## config.mk

```make
export PLATFORM = sky130hd
export DESIGN_NAME = flash_prog_seq
export DESIGN_NICKNAME = d
export VERILOG_FILES = /design/src/rtl/flash_prog_pkg.sv /design/src/rtl/prog_poll_eval.sv /design/src/rtl/prog_ctx.sv /design/src/rtl/prog_ctrl.sv /design/src/rtl/flash_prog_seq.sv
export SDC_FILE = /design/constraint.sdc
export NUM_CORES = 1
export LEC_CHECK = 0
export ABC_AREA = 0
export BUFFER_PORTS_ARGS = -buffer_cell sky130_fd_sc_hd__buf_4
export CAP_MARGIN = 15
export CORE_MARGIN = 2
export CORE_UTILIZATION = 57
export DETAILED_ROUTE_END_ITERATION = 10
export PLACE_DENSITY = 0.86
export SLEW_MARGIN = 20
export SYNTH_ARGS = -nofsm -noshare
export SYNTH_HDL_FRONTEND = slang
export SYNTH_HIERARCHICAL = 1
export SYNTH_SLANG_ARGS = --single-unit
export TNS_END_PERCENT = 5
```

## constraint.sdc

```tcl
create_clock -name clk -period 4.9 [get_ports clk]
set_input_delay 0.245 -clock clk [delete_from_list [all_inputs] [get_ports clk]]
set_output_delay 0.245 -clock clk [all_outputs]
set_load 0.01 [all_outputs]
```

## src/rtl/flash_prog_pkg.sv

```systemverilog
package flash_prog_pkg;

  typedef enum logic [3:0] {
    ST_IDLE,
    ST_FETCH,
    ST_CAPT,
    ST_UL1,
    ST_UL2,
    ST_CMD,
    ST_DATA,
    ST_GAP,
    ST_RD,
    ST_EVAL,
    ST_RD2,
    ST_EVAL2
  } fps_state_e;

  localparam logic [7:0] FPS_OK  = 8'h80;
  localparam logic [7:0] FPS_ERR = 8'h00;

endpackage

```

## src/rtl/prog_poll_eval.sv

```systemverilog
module prog_poll_eval #(
  parameter int DW = 8
) (
  input  logic [DW-1:0] rd_val,
  input  logic [DW-1:0] wr_val,
  input  logic [DW-1:0] mask,
  output logic          match,
  output logic          tmo
);

  localparam int TMO_SHIFT = 2;

  logic [DW-1:0] diff;
  logic [DW-1:0] tmo_mask;

  always_comb begin
    diff     = (rd_val ^ wr_val) & mask;
    tmo_mask = mask >> TMO_SHIFT;
    match    = (diff == '0);
    tmo      = |(rd_val & tmo_mask);
  end

endmodule

```

## src/rtl/prog_ctx.sv

```systemverilog
module prog_ctx #(
  parameter int SRC_AW = 24,
  parameter int FL_AW  = 24,
  parameter int CNT_W  = 16,
  parameter int DW     = 8
) (
  input  logic              clk,
  input  logic              rst_n,
  input  logic              load,
  input  logic              cap,
  input  logic              adv,
  input  logic [SRC_AW-1:0] cfg_src_addr,
  input  logic [FL_AW-1:0]  cfg_dst_addr,
  input  logic [CNT_W-1:0]  cfg_count,
  input  logic [DW-1:0]     cfg_prog_cmd,
  input  logic [DW-1:0]     cfg_poll_mask,
  input  logic [FL_AW-1:0]  cfg_ul1_addr,
  input  logic [DW-1:0]     cfg_ul1_cmd,
  input  logic [FL_AW-1:0]  cfg_ul2_addr,
  input  logic [DW-1:0]     cfg_ul2_cmd,
  input  logic [DW-1:0]     src_rd_data,
  output logic [SRC_AW-1:0] src_addr,
  output logic [FL_AW-1:0]  dst_addr,
  output logic [DW-1:0]     data,
  output logic [DW-1:0]     prog_cmd,
  output logic [DW-1:0]     poll_mask,
  output logic [FL_AW-1:0]  ul1_addr,
  output logic [DW-1:0]     ul1_cmd,
  output logic [FL_AW-1:0]  ul2_addr,
  output logic [DW-1:0]     ul2_cmd,
  output logic              cnt_last
);

  localparam logic [CNT_W-1:0] CNT_ONE = CNT_W'(1);

  logic [CNT_W-1:0] cnt_q;

  // Per-run settings, loaded once per start.
  always_ff @(posedge clk or negedge rst_n) begin
    if (!rst_n) begin
      prog_cmd  <= '0;
      poll_mask <= '0;
      ul1_addr  <= '0;
      ul1_cmd   <= '0;
      ul2_addr  <= '0;
      ul2_cmd   <= '0;
    end else if (load) begin
      prog_cmd  <= cfg_prog_cmd;
      poll_mask <= cfg_poll_mask;
      ul1_addr  <= cfg_ul1_addr;
      ul1_cmd   <= cfg_ul1_cmd;
      ul2_addr  <= cfg_ul2_addr;
      ul2_cmd   <= cfg_ul2_cmd;
    end
  end

  // Moving pointers and the remaining byte count.
  always_ff @(posedge clk or negedge rst_n) begin
    if (!rst_n) begin
      src_addr <= '0;
      dst_addr <= '0;
      cnt_q    <= '0;
    end else if (load) begin
      src_addr <= cfg_src_addr;
      dst_addr <= cfg_dst_addr;
      cnt_q    <= cfg_count;
    end else if (adv) begin
      src_addr <= src_addr + SRC_AW'(1);
      dst_addr <= dst_addr + FL_AW'(1);
      cnt_q    <= cnt_q - CNT_ONE;
    end
  end

  // The byte to program, captured from the source port.
  always_ff @(posedge clk or negedge rst_n) begin
    if (!rst_n) begin
      data <= '0;
    end else if (cap) begin
      data <= src_rd_data;
    end
  end

  assign cnt_last = (cnt_q == CNT_ONE);

endmodule

```

## src/rtl/prog_ctrl.sv

```systemverilog
module prog_ctrl
  import flash_prog_pkg::*;
(
  input  logic       clk,
  input  logic       rst_n,
  input  logic       start,
  input  logic       cnt_zero,
  input  logic       cnt_last,
  input  logic       match,
  input  logic       tmo,
  output fps_state_e state,
  output logic       load,
  output logic       cap,
  output logic       adv,
  output logic       done,
  output logic [7:0] status
);

  fps_state_e st_q, st_d;
  logic       fin, fin_ok;
  logic       done_q;
  logic [7:0] status_q;

  // Next-state process.
  always_comb begin
    st_d   = st_q;
    load   = 1'b0;
    cap    = 1'b0;
    adv    = 1'b0;
    fin    = 1'b0;
    fin_ok = 1'b0;
    case (st_q)
      ST_IDLE: begin
        if (start) begin
          load = 1'b1;
          if (cnt_zero) begin
            fin    = 1'b1;
            fin_ok = 1'b1;
          end else begin
            st_d = ST_FETCH;
          end
        end
      end
      ST_FETCH: st_d = ST_CAPT;
      ST_CAPT: begin
        cap  = 1'b1;
        st_d = ST_UL1;
      end
      ST_UL1:  st_d = ST_UL2;
      ST_UL2:  st_d = ST_CMD;
      ST_CMD:  st_d = ST_DATA;
      ST_DATA: st_d = ST_GAP;
      ST_GAP:  st_d = ST_RD;
      ST_RD:   st_d = ST_EVAL;
      ST_EVAL: begin
        if (match) begin
          if (cnt_last) begin
            fin    = 1'b1;
            fin_ok = 1'b1;
            st_d   = ST_IDLE;
          end else begin
            adv  = 1'b1;
            st_d = ST_FETCH;
          end
        end else if (tmo) begin
          st_d = ST_RD2;
        end else begin
          st_d = ST_RD;
        end
      end
      ST_RD2: st_d = ST_EVAL2;
      ST_EVAL2: begin
        if (match) begin
          if (cnt_last) begin
            fin    = 1'b1;
            fin_ok = 1'b1;
            st_d   = ST_IDLE;
          end else begin
            adv  = 1'b1;
            st_d = ST_FETCH;
          end
        end else begin
          fin  = 1'b1;
          st_d = ST_IDLE;
        end
      end
      default: st_d = ST_IDLE;
    endcase
  end

  // Register process.
  always_ff @(posedge clk or negedge rst_n) begin
    if (!rst_n) begin
      st_q     <= ST_IDLE;
      done_q   <= 1'b0;
      status_q <= FPS_ERR;
    end else begin
      st_q   <= st_d;
      done_q <= fin;
      if (fin) begin
        status_q <= fin_ok ? FPS_OK : FPS_ERR;
      end
    end
  end

  assign state  = st_q;
  assign done   = done_q;
  assign status = status_q;

endmodule

```

## src/rtl/flash_prog_seq.sv

```systemverilog
module flash_prog_seq
  import flash_prog_pkg::*;
#(
  parameter int SRC_AW = 24,
  parameter int FL_AW  = 24,
  parameter int CNT_W  = 16
) (
  input  logic              clk,
  input  logic              rst_n,
  input  logic              start,
  input  logic [SRC_AW-1:0] cfg_src_addr,
  input  logic [FL_AW-1:0]  cfg_dst_addr,
  input  logic [CNT_W-1:0]  cfg_count,
  input  logic [7:0]        cfg_prog_cmd,
  input  logic [7:0]        cfg_poll_mask,
  input  logic [FL_AW-1:0]  cfg_ul1_addr,
  input  logic [7:0]        cfg_ul1_cmd,
  input  logic [FL_AW-1:0]  cfg_ul2_addr,
  input  logic [7:0]        cfg_ul2_cmd,
  output logic              busy,
  output logic              done,
  output logic [7:0]        status,
  output logic              src_rd_en,
  output logic [SRC_AW-1:0] src_rd_addr,
  input  logic [7:0]        src_rd_data,
  output logic              fl_wr_en,
  output logic              fl_rd_en,
  output logic [FL_AW-1:0]  fl_addr,
  output logic [7:0]        fl_wdata,
  input  logic [7:0]        fl_rdata
);

  localparam int DW = 8;

  fps_state_e        state;
  logic              load, cap, adv;
  logic              cnt_last, match, tmo;
  logic [SRC_AW-1:0] src_addr;
  logic [FL_AW-1:0]  dst_addr, ul1_addr, ul2_addr;
  logic [DW-1:0]     data, prog_cmd, poll_mask, ul1_cmd, ul2_cmd;

  prog_ctx #(
    .SRC_AW(SRC_AW), .FL_AW(FL_AW), .CNT_W(CNT_W), .DW(DW)
  ) u_ctx (
    .clk          (clk),
    .rst_n        (rst_n),
    .load         (load),
    .cap          (cap),
    .adv          (adv),
    .cfg_src_addr (cfg_src_addr),
    .cfg_dst_addr (cfg_dst_addr),
    .cfg_count    (cfg_count),
    .cfg_prog_cmd (cfg_prog_cmd),
    .cfg_poll_mask(cfg_poll_mask),
    .cfg_ul1_addr (cfg_ul1_addr),
    .cfg_ul1_cmd  (cfg_ul1_cmd),
    .cfg_ul2_addr (cfg_ul2_addr),
    .cfg_ul2_cmd  (cfg_ul2_cmd),
    .src_rd_data  (src_rd_data),
    .src_addr     (src_addr),
    .dst_addr     (dst_addr),
    .data         (data),
    .prog_cmd     (prog_cmd),
    .poll_mask    (poll_mask),
    .ul1_addr     (ul1_addr),
    .ul1_cmd      (ul1_cmd),
    .ul2_addr     (ul2_addr),
    .ul2_cmd      (ul2_cmd),
    .cnt_last     (cnt_last)
  );

  prog_poll_eval #(.DW(DW)) u_eval (
    .rd_val(fl_rdata),
    .wr_val(data),
    .mask  (poll_mask),
    .match (match),
    .tmo   (tmo)
  );

  prog_ctrl u_ctrl (
    .clk     (clk),
    .rst_n   (rst_n),
    .start   (start),
    .cnt_zero(cfg_count == '0),
    .cnt_last(cnt_last),
    .match   (match),
    .tmo     (tmo),
    .state   (state),
    .load    (load),
    .cap     (cap),
    .adv     (adv),
    .done    (done),
    .status  (status)
  );

  // Bus strobes and address/data steering decoded from the state.
  always_comb begin
    busy        = (state != ST_IDLE);
    src_rd_en   = (state == ST_FETCH);
    src_rd_addr = src_addr;
    fl_wr_en    = (state == ST_UL1) || (state == ST_UL2) ||
                  (state == ST_CMD) || (state == ST_DATA);
    fl_rd_en    = (state == ST_RD) || (state == ST_RD2);
    case (state)
      ST_UL1: begin
        fl_addr  = ul1_addr;
        fl_wdata = ul1_cmd;
      end
      ST_UL2: begin
        fl_addr  = ul2_addr;
        fl_wdata = ul2_cmd;
      end
      ST_CMD: begin
        fl_addr  = ul1_addr;
        fl_wdata = prog_cmd;
      end
      default: begin
        fl_addr  = dst_addr;
        fl_wdata = data;
      end
    endcase
  end

endmodule

```

==> flow_summary.ini, run 1 <==
[run_status]
status = completed

[logic_synthesis]
synth_top_area_share_pct = 46.53
synth.distinct_cells = 59
synthFlopType = dfrtp_1
synth_async_sr_flop_share_pct = 100.0
synth_area_mm2 = 0.008498
synth_edf_count = 0
synth_compound_area_share_pct = 11.13
synthTopCellsByCount = dfrtp_1, mux2_2, nand2_1
synth_top_cell_by_area = dfrtp_1
synth_area_per_cell_um2 = 10.64
synthMuxAreaShare_pct = 13.69
ys_seq_elements = 158
synth.most_common_cell = dfrtp_1
synth_warnings = 6
synthCells = 799
synthXorXnorAreaFrac_pct = 4.638
synth_adder_area_share_pct = 0.5889
synth-seq-area-share_pct = 46.53
synthTopCellsByArea = dfrtp_1, mux2_2, a221o_1, nand2_1, o21ai_0
synth_top_family_by_area = simple AND/OR/NAND/NOR gates
synth_simple_gate_area_share_pct = 19.45

[clock_tree]
post_cts_resized = 0
post_cts_buffers = 0
clkTransAtPathRegs_ns = 0.06
clock_latency_ns = 0.42
cts_max_path_buffers = 2
h-tree-depth = 4
cts_tree = done
ctsHoldBuffers = 0
numCtsBuffers = 17
cts-root-buf = clkbuf_16
clock-sinks = 158

[timing]
hold_viol_final = 0
setup_viol = 0
slew-limit-headroom_pct = 30.65
final_max_slew_viol_count = 0
worst_hold_slack_ns = 0.02456
fin_ws_ns = 1.462
fin_crit_sh_pct = 70.16
finalSetupTns_ns = 0
period_needed_ns = 3.438
rsz0062_at_grt = false
tightest_slew_ns = 1.036
fin_skew_ns = 0.008526
max_freq_mhz = 290.9

[global_routing]
grtUsageMet1_pct = 38.28
antenna_found_initial = 0
grt_max_degree = 198
busiest_layer = met2
grt_pass1_wl_um = 36410
track_usage_pct = 28.78
grt_use_met2_pct = 45.98
gr-total-overflow = 0
gr-usage-met3_pct = 7.732
grt_pass1_vias = 7141

[power_and_ir_drop]
power_switching_mw = 0.5957
seqPwrFrac_pct = 46.0
p_sw_share_pct = 20.90
p_total_mw = 2.850
ir_drop_uv = 246.6
p_int_mw = 2.254
comb_power_share_pct = 5.3
cellPowerDensity_mw_per_mm2 = 262.3
p_leak_nw = 4.987
p_clk_share_pct = 48.7

[die]
row_count = 44
coreArea_mm2 = 0.01453
design.die.area_mm2 = 0.01590
die_h_um = 126.1
die_w_um = 126.1
ioPinCount = 232
initial_core_util_pct = 58.47

[worst_setup_path]
regToRegStartpoint = u_ctx/data[6]
worstRegToRegCells = 9
path_class = reg2out
start_kind = flop
rrSetupSlack_ns = 1.65
cp-end-kind = output port
worstPathArrival_ns = 3.19
worst_ep_required_time_ns = 4.66
slowest_delay_ns = 0.97
cp_num_buf_inv = 1
slowest_stage = nor4b_4
rr_endpoint = u_ctx/src_addr[14]
cp_max_fo = 29
crit_family = simple AND/OR/NAND/NOR gates
crit_chain = nor4b_4 -> a21oi_4 -> a221o_1 -> buf_4
startpoint = u_ctrl/state[2]
worstSetupPathDepth = 4

[layout]
nets = 1167
syn_to_final_growth_pct = 27.87
n_antenna_cell = 0
final.fill_count = 1025
final_core_util_pct = 74.77
drive_gt1_share_pct = 36.72

[route]
drcViolationCount = 0
drt_pass1_iterations = 6
postRouteAntennaNets = 0
wl_um = 22930
avgViaCountPerCell = 6.080
wire_per_inst_um = 19.16
via_count = 7278
drtIter0Drc = 627

[place]
dp_hpwl_um = 15530
place_congestion = 0.8694
io_buffers = 224
dpl_worst_slack_ns = 1.718

[worst_hold_path]
min_to = u_ctx/src_addr[21]
holdCritPathClass = in2reg
hp-start = cfg_src_addr[21]
whs_path_depth = 3

[flow_run]
max_cap_violations = 0
## kinds of logic after synthesis
group | count (synthesis)
AND/OR/NAND/NOR | 285
multiplexers | 105
flip-flops | 158
AO/OA/AOI/OAI | 134
XOR/XNOR | 45
other | 1
adder cells (fa/ha/maj) | 4
buffers and inverters | 67
## through the flow
stage | instances | area (µm²)
floorplan | 805 | 8521
global route | 1197 | 10870
detailed placement | 1163 | 10210
finish | 1197 | 10870
global placement | 1163 | 10200
CTS | 1195 | 10830
## how the worst max path moves through the flow
stage                              end
floorplan           u_ctx/src_addr[14]
global placement    u_ctx/src_addr[14]
detailed placement  u_ctx/src_addr[14]
CTS                        fl_addr[18]
global route               fl_addr[23]
finish                     fl_addr[22]
## worst register-to-register path, delay by kind of cell (launching register included)
kind	cells	cell delay (ns)
and+or+nand+nor	5	1.77
AOI/OAI and AO/OA	2	0.49
xor gates and xnor gates	1	0.16
buffers and inverters	1	0.32
DFF	1	0.40
## placed cells by master, fill, tap and decap left out, types with 3 or more instances in the layout
master / n
o311ai_0: 3
o21ai_1: 4
nand3b_1: 18
a31oi_1: 10
conb_1: 7
nand2_1: 77
nor4_1: 22
nor2b_1: 17
nand4_1: 16
a221o_1: 34
clkbuf_16: 17
dfrtp_1: 158
xor2_1: 20
buf_4: 227
a22oi_1: 12
or4_1: 5
o21ai_0: 46
mux2i_1: 15
inv_1: 12
nor4_2: 4
nor4b_1: 4
mux2_2: 90
nor2_1: 20
clkinv_2: 4
or4_4: 4
bufinv_16: 3
or3_1: 6
a21oi_1: 10
xnor2_1: 25
ha_1: 4
and2_1: 26
nor3_1: 17
clkbuf_8: 4
nand3_1: 24
nand2b_1: 4
and4_1: 3
## final cells by class
class	instances	area, µm²	area share (%)
repair buffers	231	1773	16.32
clock buffers	22	484.2	4.456
well taps	184	230.2	2.119
inverters	12	45.04	0.4145
clock inverters	10	133.9	1.232
flip-flops and latches	158	3954	36.38
multi-input cells	580	4247	39.08
## layer usage
layer / part of all wire (%) / wire length [µm]
met1: 42 / 9536
met2: 48 / 11060
met3: 8.4 / 1928
met4: 1.8 / 410
met5: 0 / 0
## flip-flops by register name, summed over array words and instances, names as in the netlist
register	cells
u_ctx/dst_addr	24
u_ctx/src_addr	24
u_ctx/ul1_addr	24
u_ctx/ul2_addr	24
u_ctx/cnt_q	16
u_ctx/data	8
u_ctx/poll_mask	8
u_ctx/prog_cmd	8
u_ctx/ul1_cmd	8
u_ctx/ul2_cmd	8
u_ctrl/state	4
u_ctrl/done	1
u_ctrl/status	1
## power by group through the flow
stage / Combinational [mW] / Clock (mW) / Sequential (mW)
floorplan: 0.0172 / 0 / 1.33
global placement: 0.146 / 0 / 1.33
detailed placement: 0.147 / 0 / 1.33
CTS: 0.149 / 1.40 / 1.31
global route: 0.164 / 1.45 / 1.31
finish: 0.150 / 1.39 / 1.31
(Power assumes the default switching activity.)
==> run 2, diff against run 1 <==
--- a/config.mk
+++ b/config.mk
@@ -9,9 +9,9 @@
 export BUFFER_PORTS_ARGS = -buffer_cell sky130_fd_sc_hd__buf_4
 export CAP_MARGIN = 15
 export CORE_MARGIN = 2
-export CORE_UTILIZATION = 57
+export CORE_UTILIZATION = 48
 export DETAILED_ROUTE_END_ITERATION = 10
-export PLACE_DENSITY = 0.86
+export PLACE_DENSITY = 0.77
 export SLEW_MARGIN = 20
 export SYNTH_ARGS = -nofsm -noshare
 export SYNTH_HDL_FRONTEND = slang
==> constraint.sdc (replaced) <==
create_clock -name clk -period 2.8 [get_ports clk]
set_input_delay 0.14 -clock clk [delete_from_list [all_inputs] [get_ports clk]]
set_output_delay 0.14 -clock clk [all_outputs]
set_load 0.01 [all_outputs]
==> flow_summary.ini, run 2 (synthesis gave the netlist of run 1 again) <==
[run_status]
status = completed

[timing]
fin_skew_ns = 0.008071
fin_crit_sh_pct = 96.58
period_needed_ns = 2.704
rsz0062_at_grt = true
hold_viol_final = 0
slew-limit-headroom_pct = 56.90
worst_hold_slack_ns = 0.04218
setup_viol = 0
final_max_slew_viol_count = 0
tightest_slew_ns = 0.6466
max_freq_mhz = 369.8

[worst_setup_path]
path_class = reg2reg
start_kind = flop
worstPathArrival_ns = 3.05
crit_chain = xor2_1 -> a22oi_1 -> and4_4 -> nor3b_4 -> buf_4 -> nand3_1 -> or2_2 -> or4_1 -> a31oi_1
worst_ep_required_time_ns = 3.14
cp_num_buf_inv = 1
crit_family = simple AND/OR/NAND/NOR gates
slowest_delay_ns = 0.47
slowest_stage = or4_1
cp_max_fo = 8
cp-end-kind = flop

[die]
die_h_um = 137.1
coreArea_mm2 = 0.01730
row_count = 48
design.die.area_mm2 = 0.01879
initial_core_util_pct = 49.13
die_w_um = 137.1
ioPinCount = 232

[route]
avgViaCountPerCell = 5.636
drt_pass1_iterations = 7
postRouteAntennaNets = 0
drcViolationCount = 0
wl_um = 26890
drtIter0Drc = 581
via_count = 7998
wire_per_inst_um = 18.95

[clock_tree]
numCtsBuffers = 17
h-tree-depth = 4
cts-root-buf = clkbuf_16
cts_tree = done
clock_latency_ns = 0.42
clock-sinks = 158
clkTransAtPathRegs_ns = 0.07
cts_max_path_buffers = 2

[place]
dpl-instance-area_mm2 = 0.01049
io_buffers = 224
place_congestion = 0.8766
dp_hpwl_um = 16500

[flow_run]
max_cap_violations = 0

[layout]
postLayoutCellArea_mm2 = 0.01269
syn_to_final_growth_pct = 49.34
drive_gt1_share_pct = 34.03
final_common_cell = buf_4
final_cell_mix = buf_4, dfrtp_1, dlygate4sd3_1
final.fill_count = 1139
nets = 1348

[global_routing]
grt_pass1_vias = 8286
grt_pass1_wl_um = 42480
track_usage_pct = 29.20
antenna_found_initial = 1
grt_max_degree = 91
gr-total-overflow = 0

[power_and_ir_drop]
p_leak_nw = 5.768
cellPowerDensity_mw_per_mm2 = 412.2
ir_drop_uv = 418.4

[worst_hold_path]
holdCritPathClass = in2reg
## run 2: cell types whose count changed in the layout (fill, tap and decap cells not counted), moves of 2 or more
cell and change:
dlygate4sd3_1 +151, nor4_1 -2, clkinv_2 -2, buf_12 +2, o311ai_0 -2, nor4_2 +2, buf_4 +28, clkbuf_8 -3
clkinvlp_4 +2, o311ai_1 +2
## run 2: repair_timing
action                                 in CTS  in global routing
hold buffers                              152                  0
buffers inserted                            0                  1
gates resized for setup                     1                  8
setup endpoints to repair                  15                 23
endpoints found under the hold margin     215                  0
pin swaps                                   0                  3
## run 2: cell type report
cell class / count / area [µm²] / area share, %
Antenna cell: 1 / 2.502 / 0.01972
Clock buffer: 18 / 439.2 / 3.461
Clock inverter: 13 / 188.9 / 1.489
Inverter: 12 / 45.04 / 0.3549
Multi-Input combinational cell: 580 / 4262 / 33.58
Sequential cell: 158 / 3954 / 31.15
Tap cell: 225 / 281.5 / 2.218
Timing Repair Buffer: 412 / 3518 / 27.72
## run 2: path summary, 6_finish.rpt
kind                                    start                 end  depth (start not counted)  slack [ns]
min in group asynchronous               rst_n      u_ctx/cnt_q[4]                          2        0.29
max in group asynchronous               rst_n  u_ctx/ul1_addr[17]                          3        1.71
setup reg to reg                u_ctx/data[3]  u_ctx/dst_addr[20]                          9         0.1
setup / recovery                u_ctx/data[3]  u_ctx/dst_addr[20]                          9         0.1
hold / removal               cfg_dst_addr[21]  u_ctx/dst_addr[21]                          3        0.04
hold reg to reg            u_ctx/ul2_addr[17]  u_ctx/ul2_addr[17]                          1        0.50
## run 2: per-layer routing
metal,GRT usage [%],share of wire (%),up-vias
li1,-,-,3688
met1,37.42,41,3864
met5,0,0,-
met3,6.370,6.9,69
met2,47.73,49,377
met4,12.49,3.4,0
## run 2: worst min-delay path, stage by stage
cell      delay (ns)
buf_4           0.08
nand2b_1        0.09
o31a_1          0.12
## run 2: where the power goes
group | total, mW | switching [mW] | leakage (nW) | internal, mW
registers | 2.29 | 0.00505 | 2.07 | 2.29
clock network | 2.49 | 0.972 | 0.296 | 1.52
logic | 0.447 | 0.149 | 3.40 | 0.298
total | 5.23 | 1.13 | 5.77 | 4.10
## run 2: metrics by stage
step,setup TNS [ns],worst slack [ns],util [%],power (mW),std cells
2_1_floorplan,0,0.2117,-,2.366,805
3_3_place_gp,0,0.08638,60.66,2.593,1234
3_5_place_dp,0,0.03152,60.66,2.598,1234
4_1_cts,0,0.02388,73.10,5.253,1417
5_1_grt,-0.2439,-0.09128,73.37,5.411,1419
6_report,0,0.09581,73.37,5.231,1419
==> run 3, diff against run 2 <==
--- a/config.mk
+++ b/config.mk
@@ -8,10 +8,11 @@
 export ABC_AREA = 0
 export BUFFER_PORTS_ARGS = -buffer_cell sky130_fd_sc_hd__buf_4
 export CAP_MARGIN = 15
+export CORE_ASPECT_RATIO = 1.4
 export CORE_MARGIN = 2
-export CORE_UTILIZATION = 48
+export CORE_UTILIZATION = 53
 export DETAILED_ROUTE_END_ITERATION = 10
-export PLACE_DENSITY = 0.77
+export PLACE_DENSITY = 0.81
 export SLEW_MARGIN = 20
 export SYNTH_ARGS = -nofsm -noshare
 export SYNTH_HDL_FRONTEND = slang
==> constraint.sdc (replaced) <==
create_clock -name clk -period 2.9 [get_ports clk]
set_input_delay 0.145 -clock clk [delete_from_list [all_inputs] [get_ports clk]]
set_output_delay 0.145 -clock clk [all_outputs]
set_load 0.01 [all_outputs]
==> flow_summary.ini, run 3 (synthesis gave the netlist of run 1 again) <==
[place]
io_buffers = 224
dp_hpwl_um = 17180
place_congestion = 0.8951
dpl-instance-area_mm2 = 0.01045
dpl_worst_slack_ns = 0.1112

[worst_hold_path]
whs_path_depth = 3
holdCritPathClass = in2reg

[clock_tree]
clock-sinks = 158
cts_max_path_buffers = 2
cts-root-buf = clkbuf_16
cts_tree = done
numCtsBuffers = 17
clock_latency_ns = 0.43
clkTransAtPathRegs_ns = 0.06
h-tree-depth = 4

[global_routing]
track_usage_pct = 32.28
grt_pass1_wl_um = 43780
antenna_found_initial = 0
grt_pass1_vias = 8419
grt_max_degree = 75
gr-total-overflow = 0

[worst_setup_path]
worst_ep_required_time_ns = 3.23
start_kind = flop
cp-end-kind = flop
cp_max_fo = 15
worstRegToRegCells = 9
worstPathArrival_ns = 3.12
path_class = reg2reg

[route]
via_count = 8041
drcViolationCount = 0
drt_pass1_iterations = 5
wire_per_inst_um = 19.68
postRouteAntennaNets = 0
avgViaCountPerCell = 5.818
drtIter0Drc = 523
wl_um = 27200

[layout]
final_common_cell = buf_4
drive_gt1_share_pct = 33.64
nets = 1340
postLayoutCellArea_mm2 = 0.01257
n_antenna_cell = 0
syn_to_final_growth_pct = 47.88
final.fill_count = 948
final_cell_mix = buf_4, dfrtp_1, dlygate4sd3_1

[die]
design.die.area_mm2 = 0.01708
ioPinCount = 232
row_count = 54
initial_core_util_pct = 54.21
die_h_um = 153.8
die_w_um = 111.0
coreArea_mm2 = 0.01568

[timing]
rsz0062_at_grt = false
fin_crit_sh_pct = 96.17
setup_viol = 0
tightest_slew_ns = 0.5708
max_freq_mhz = 358.6
hold_viol_final = 0
fin_ws_ns = 0.1111
finalSetupTns_ns = 0
final_max_slew_viol_count = 0
fin_skew_ns = 0.01335
slew-limit-headroom_pct = 61.95
period_needed_ns = 2.789

[power_and_ir_drop]
cellPowerDensity_mw_per_mm2 = 390.3
ir_drop_uv = 358.0
p_leak_nw = 5.724

[run_status]
status = completed

[flow_run]
max_cap_violations = 0
==> run 3: cell types whose count changed in the layout (fill, tap and decap cells not counted), moves of 2 or more <==
cell        delta
clkinv_4       +3
o311ai_1       -2
buf_12         +2
clkinv_2       +2
o311ai_0       +2
nor4_2         -2
buf_4          -8
nor4_1         +2
clkinvlp_4     -2
bufinv_16      -2
==> run 3: metrics by stage <==
stage / utilization [%] / power, mW / instances / hold WS [ns]
final: 80.17 / 4.905 / 1382 / 0.01566
after global routing: 80.17 / 5.071 / 1382 / 0.01858
after CTS: 80.08 / 4.909 / 1382 / 0.001127
after detailed placement: 66.66 / 2.512 / 1199 / 0.1670
after global placement: 66.66 / 2.509 / 1199 / 0.1646
after floorplan: - / 2.284 / 805 / -0.1506
==> run 3: layer usage <==
| metal | vias up | share of wire, % | GRT usage, % |
|---|---|---|---|
| met3 | 63 | 6.5 | 6.858 |
| met4 | 0 | 3.2 | 12.70 |
| met5 | - | 0 | 0 |
| li1 | 3664 | - | - |
| met1 | 3930 | 37 | 37.32 |
| met2 | 384 | 53 | 58.46 |
==> run 3: path summary, 6_finish.rpt <==
kind | startpoint | to | slack [ns]
min in group asynchronous | rst_n | u_ctx/cnt_q[14] | 0.28
worst max-delay path | u_ctx/data[1] | u_ctx/src_addr[23] | 0.11
worst min register to register | u_ctx/ul2_addr[14] | u_ctx/ul2_addr[14] | 0.50
worst max register to register | u_ctx/data[1] | u_ctx/src_addr[23] | 0.11
max in group asynchronous | rst_n | u_ctx/poll_mask[6] | 1.79
worst min-delay path | cfg_count[14] | u_ctx/cnt_q[14] | 0.02
==> run 3: layout make-up <==
class | instances | area (µm²) | area share [%]
repair buffers | 404 | 3477 | 27.67
clock inverters | 13 | 138.9 | 1.105
inverters | 12 | 45.04 | 0.3584
flip-flops and latches | 158 | 3954 | 31.46
multi-input cells | 580 | 4254 | 33.85
well taps | 196 | 245.2 | 1.951
clock buffers | 19 | 452.9 | 3.604
==> run 3: worst max-delay path: stages (launching register included) <==
cell and delay, ns:
dfrtp_1 0.42, xor2_1 0.18, a22oi_1 0.23, and4_4 0.26
nor3b_4 0.29, buf_12 0.18, nand4_1 0.13, or4_4 0.45
or3_1 0.35, a31oi_1 0.18
==> run 3: repair_timing <==
action | in CTS | in global routing
buffers inserted | 0 | 0
setup endpoints to repair | 3 | 18
gates resized for setup | 1 | 3
hold buffers | 151 | 0
cloned | 0 | 0
endpoints found under the hold margin | 206 | 0
==> run 3: power by group <==
| group | switching [mW] | internal, mW |
|---|---|---|
| combinational | 0.146 | 0.287 |
| clock | 0.940 | 1.32 |
| sequential | 0.00573 | 2.21 |
| total | 1.09 | 3.81 |
